--- config.mk ---
export PLATFORM = sky130hd
export DESIGN_NAME = alu_op8
export DESIGN_NICKNAME = d
export VERILOG_FILES = /design/src/rtl/alu_pkg.sv /design/src/rtl/alu_addsub.sv /design/src/rtl/alu_logic.sv /design/src/rtl/alu_shift.sv /design/src/rtl/alu_op8.sv
export SDC_FILE = /design/constraint.sdc
export NUM_CORES = 1
export LEC_CHECK = 0
export BUFFER_PORTS_ARGS = -buffer_cell sky130_fd_sc_hd__buf_2
export CAP_MARGIN = 15
export CORE_MARGIN = 2
export CORE_UTILIZATION = 45
export CTS_CLUSTER_SIZE = 20
export DETAILED_ROUTE_END_ITERATION = 12
export SYNTH_ARGS = -nofsm -noshare
export SYNTH_HDL_FRONTEND = slang
export SYNTH_SLANG_ARGS = --single-unit
--- constraint.sdc ---
create_clock -name clk -period 9.66 [get_ports clk]
set_input_delay 0.483 -clock clk [delete_from_list [all_inputs] [get_ports clk]]
set_output_delay 0.483 -clock clk [all_outputs]
set_load 0.05 [all_outputs]
--- src/rtl/alu_pkg.sv ---
package alu_pkg;
  typedef enum logic [2:0] {
    OP_ADD  = 3'b000,
    OP_SUB  = 3'b001,
    OP_AND  = 3'b010,
    OP_NAND = 3'b011,
    OP_OR   = 3'b100,
    OP_EOR  = 3'b101,
    OP_ASL  = 3'b110,
    OP_ASR  = 3'b111
  } alu_op_e;

  typedef struct packed {
    logic zero;
    logic neg;
  } alu_flags_t;
endpackage

--- src/rtl/alu_addsub.sv ---
module alu_addsub #(
  parameter int W = 16
) (
  input  logic [W-1:0] a,
  input  logic [W-1:0] b,
  input  logic         sub,
  output logic [W-1:0] y
);
  logic [W-1:0] b_eff;

  // two's-complement subtract: invert b and add one through the carry in
  assign b_eff = sub ? ~b : b;
  assign y     = a + b_eff + {{(W-1){1'b0}}, sub};
endmodule

--- src/rtl/alu_logic.sv ---
module alu_logic #(
  parameter int W = 16
) (
  input  logic [W-1:0] a,
  input  logic [W-1:0] b,
  input  logic [1:0]   fn,   // 00 and, 01 nand, 10 or, 11 eor
  output logic [W-1:0] y
);
  always_comb begin
    unique case (fn)
      2'b00:   y = a & b;
      2'b01:   y = ~(a & b);
      2'b10:   y = a | b;
      default: y = a ^ b;
    endcase
  end
endmodule

--- src/rtl/alu_shift.sv ---
module alu_shift #(
  parameter int W  = 16,
  parameter int SW = $clog2(W)
) (
  input  logic [W-1:0]  a,
  input  logic [SW-1:0] amt,
  input  logic          right,
  output logic [W-1:0]  y
);
  logic [SW:0][W-1:0] stg;
  logic               fill;

  assign fill   = right & a[W-1];
  assign stg[0] = a;

  // log-depth barrel: stage i moves by 2**i when amt[i] is set
  for (genvar i = 0; i < SW; i++) begin : g_stage
    localparam int SH = 1 << i;
    logic [W-1:0] moved;
    assign moved = right ? {{SH{fill}}, stg[i][W-1:SH]}
                         : {stg[i][W-1-SH:0], {SH{1'b0}}};
    assign stg[i+1] = amt[i] ? moved : stg[i];
  end

  assign y = stg[SW];
endmodule

--- src/rtl/alu_op8.sv ---
module alu_op8 #(
  parameter int W = 16
) (
  input  logic         clk,
  input  logic         rst,
  input  logic [W-1:0] opa,
  input  logic [W-1:0] opb,
  input  logic [2:0]   sel,
  output logic [W-1:0] res,
  output logic         zf,
  output logic         nf
);
  import alu_pkg::*;

  localparam int SW = $clog2(W);

  alu_op_e    op;
  logic [W-1:0] as_y, lg_y, sh_y, nxt;
  alu_flags_t fl_nxt;

  assign op = alu_op_e'(sel);

  alu_addsub #(.W(W)) u_addsub (
    .a(opa), .b(opb), .sub(op == OP_SUB), .y(as_y)
  );

  alu_logic #(.W(W)) u_logic (
    .a(opa), .b(opb), .fn({sel[2], sel[0]}), .y(lg_y)
  );

  alu_shift #(.W(W), .SW(SW)) u_shift (
    .a(opa), .amt(opb[SW-1:0]), .right(sel[0]), .y(sh_y)
  );

  always_comb begin
    unique case (op)
      OP_ADD, OP_SUB:                 nxt = as_y;
      OP_AND, OP_NAND, OP_OR, OP_EOR: nxt = lg_y;
      default:                        nxt = sh_y;
    endcase
    fl_nxt.zero = (nxt == '0);
    fl_nxt.neg  = nxt[W-1];
  end

  always_ff @(posedge clk) begin
    if (rst) begin
      res <= '0;
      zf  <= 1'b1;
      nf  <= 1'b0;
    end else begin
      res <= nxt;
      zf  <= fl_nxt.zero;
      nf  <= fl_nxt.neg;
    end
  end

  // flag registers agree with the result register
  p_zero_flag_r9: assert property (@(posedge clk) disable iff (rst)
    zf == (res == '0));
  p_neg_flag_r10: assert property (@(posedge clk) disable iff (rst)
    nf == res[W-1]);

  // a reset edge leaves the cleared state
  p_reset_r11: assert property (@(posedge clk)
    rst |=> (res == '0 && zf && !nf));

  // arithmetic right shift keeps the sign of the first operand
  p_asr_sign_r8: assert property (@(posedge clk) disable iff (rst)
    (!$past(rst) && $past(sel) == OP_ASR) |-> res[W-1] == $past(opa[W-1]));

  // a shift by zero returns the first operand unchanged
  p_shift_zero_r7: assert property (@(posedge clk) disable iff (rst)
    (!$past(rst) && $past(sel[2:1]) == 2'b11 && $past(opb[SW-1:0]) == '0)
      |-> res == $past(opa));

  // an operand minus itself is zero
  p_sub_self_r2: assert property (@(posedge clk) disable iff (rst)
    (!$past(rst) && $past(sel) == OP_SUB && $past(opa) == $past(opb)) |-> zf);
endmodule

==> impl_metrics.csv <==
group,metric,value,unit
sta,setup-violations-final,0,
global_route,grt_max_degree,70,
worst_setup_path,critPathLaunchType,"input port",
worst_setup_path,worst_ep_arrival_time,4.71,ns
worst_setup_path,end_kind,"register",
power_and_ir_drop,clockPowerShare,0.129,
sta,slew_violations,0,
clock_tree,root_buffer,"clkbuf_8",
clock_tree,ctsResizeCount,0,
layout,antenna_cells,0,
clock_tree,hold_buffers,0,
worst_setup_path,crit_required,9.83,ns
power_and_ir_drop,swShare,0.5067,
logic_synthesis,netlist_instances,597,
layout,final_common_cell,"nor2_1",
route,antenna_left,0,
clock_tree,tritoncts,"done",
die,die_x,99.49,um
logic_synthesis,synth_edf_count,0,
layout,drive_gt1_frac,0.1197,
layout,fin_nets,698,
sta,rsz0062_at_grt,"false",
route,dr_total_vias,4647,
global_route,track_usage,0.2908,
clock_tree,clock_path_buffers,2,
route,routed_wl,14630,um
logic_synthesis,synthArstFlopShare,0,
run_status,outcome,"finished clean",
clock_tree,cts.clk_slew.worst_paths,0.06,ns
clock_tree,numCtsBuffers,3,
die,ios,55,
placement,hpwl,11240,um
sta,fin_crit_sh,0.4702,
sta,hold_viol,0,
layout,finalInstanceArea,4369,sq um
logic_synthesis,synth.net_count,684,
logic_synthesis,syn-mean-instance-area,6.872,sq um
placement,placed_cell_area,4324,sq um
power_and_ir_drop,p_leak,1.956,nW
sta,fmaxAchievable,220.2,MHz
logic_synthesis,yosysWarnings,0,
layout,fin_util,0.4986,
sta,timing.final.ws_setup,5.118,ns
power_and_ir_drop,power_density,91.57,nW/um^2
worst_setup_path,cp_max_fo,14,
logic_synthesis,netlist_area,4103,sq um
die,dieArea,9897,sq um
route,via_per_inst,6.472,
global_route,antenna_found_initial,0,
route,wl_per_cell,20.37,um
power_and_ir_drop,internal_power,0.1973,mW
power_and_ir_drop,p_total,0.4001,mW
placement,portBuffers,54,
sta,period_minus_slack,4.542,ns
sta,setup-tns-final,0,ns
sta,timing.slew.headroom,0.2865,
placement,routabilityCongestion,1.038,
layout,syn_to_final_growth,6.496,%
power_and_ir_drop,switchingPower,0.2027,mW
global_route,overflow,0,
route,drc,0,
layout,final_cell_mix,"78 x nor2_1, 54 x buf_2, 49 x a21oi_1, 49 x ha_1, 41 x inv_1",
worst_hold_path,hold_class,"input port to register",
global_route,grt_pass1_wl,22740,um
die,start_util,0.4682,
worst_setup_path,crit_type,"input port to register",
die,rows,34,
route,initialDrtViolationCount,393,
placement,post-place-ws,4.885,ns
logic_synthesis,synth-seq-cells,17,
die,die_h,99.49,um
run,cap_violations,0,
power_and_ir_drop,ir_worst_vdd,0.04506,mV
logic_synthesis,synth-seq-area-share,0.08295,
die,core,8763,sq um
sta,worst_pin_slew,1.068,ns
global_route,grt_pass1_vias,4148,
clock_tree,cts.sinks,17,
clock_tree,cts-htree-levels,1,
logic_synthesis,yosysUniqueCellTypes,65,
route,dr.pass1.iters,5,
logic_synthesis,ys.flop_type,"dfxtp_1",
power_and_ir_drop,pwr-share-comb,0.673,
clock_tree,postCtsSetupBuffers,0,
power_and_ir_drop,sequentialPowerShare,0.198,
-- metrics by stage --
stage | std cells | hold WS (ns)
after CTS | 718 | 0.5640
after detailed placement | 714 | 0.8325
after global routing | 718 | 0.5968
after global placement | 714 | 0.8315
after floorplan | 597 | 0.5554
final | 718 | 0.5718
-- logic make-up (layout without fill, tap and decap cells) --
group	after synthesis	count (layout)	share of synthesized area
AOI/OAI and AO/OA	198	198	0.3254
DFF	17	17	0.08295
buffers and inverters	92	105	0.09149
adders and majority gates	50	50	0.1543
xor gates and xnor gates	27	27	0.05764
muxes	37	37	0.09363
and+or+nand+nor	176	176	0.1946
-- critical path, stage by stage --
cell      delay, ns
buf_2          0.17
or2_1          0.39
nor2_1         0.62
buf_4          0.33
xnor2_1        0.17
inv_1          0.08
fa_1           0.39
nand2b_1       0.18
a211oi_1       0.35
o21ai_0        0.18
xnor2_1        0.14
a211oi_1       0.36
nand3_1        0.12
nor4_1         0.34
nand4_1        0.15
o31ai_2        0.24
-- metal layers --
layer	global-route usage	part of all wire
met1	0.4026	0.44
met2	0.4506	0.44
met3	0.03162	0.078
met4	0.1391	0.044
met5	0	0
-- cells in the mapped netlist, types with 2 or more instances --
master / instances / area (sq um)
nor2_1: 78 / 292.8
a21oi_1: 49 / 245.2
ha_1: 49 / 613.1
inv_1: 41 / 153.9
mux2i_1: 35 / 350.3
nand2_1: 34 / 127.6
clkbuf_1: 32 / 120.1
a211oi_1: 29 / 217.7
o21ai_0: 27 / 135.1
xnor2_1: 23 / 201.4
nor3_1: 20 / 100.1
dfxtp_1: 17 / 340.3
nand3_1: 13 / 65.06
buf_2: 12 / 60.06
o22ai_1: 12 / 75.07
nand2b_1: 9 / 56.30
o211ai_1: 9 / 67.56
o21ai_1: 9 / 45.04
a31oi_1: 8 / 50.05
o221ai_1: 7 / 61.31
a221o_1: 5 / 50.05
o31ai_1: 5 / 37.54
a21o_1: 4 / 30.03
nor2b_1: 4 / 25.02
o2bb2ai_1: 4 / 35.03
xor2_1: 4 / 35.03
a211oi_2: 3 / 37.54
a221oi_1: 3 / 26.28
a311oi_1: 3 / 26.28
and2_1: 3 / 18.77
o2111ai_1: 3 / 26.28
o21a_1: 3 / 22.52
and3_1: 2 / 12.51
buf_1: 2 / 7.510
buf_4: 2 / 15.01
nand4_1: 2 / 12.51
nor4_1: 2 / 12.51
o41ai_1: 2 / 17.52
or4_1: 2 / 15.01
-- final timing paths --
path,startpoint,endpoint,cells past startpoint
worst max-delay path,sel[2],zf$_SDFF_PP1_,16
worst min-delay path,rst,res[3]$_SDFF_PP0_,2
-- flip-flops by register name, summed over array words and instances (netlist names) --
| signal | flops |
|---|---|
| res | 16 |
| zf | 1 |
-- layout make-up --
| class | instances | area [sq um] |
|---|---|---|
| Multi-Input combinational cell | 488 | 3387 |
| Sequential cell | 17 | 340.3 |
| Timing Repair Buffer | 58 | 300.3 |
| Clock buffer | 4 | 45.04 |
| Inverter | 43 | 161.4 |
| Fill cell | 913 | 4394 |
| Tap cell | 108 | 135.1 |
-- power groups by stage --
stage / logic (mW) / clock network (mW) / registers, mW
finish: 0.269 / 0.0516 / 0.0791
global route: 0.292 / 0.0557 / 0.0798
CTS: 0.265 / 0.0539 / 0.0792
detailed placement: 0.264 / 0 / 0.0808
global placement: 0.261 / 0 / 0.0806
floorplan: 0.168 / 0 / 0.108
Power figures use the tool's default switching activity.
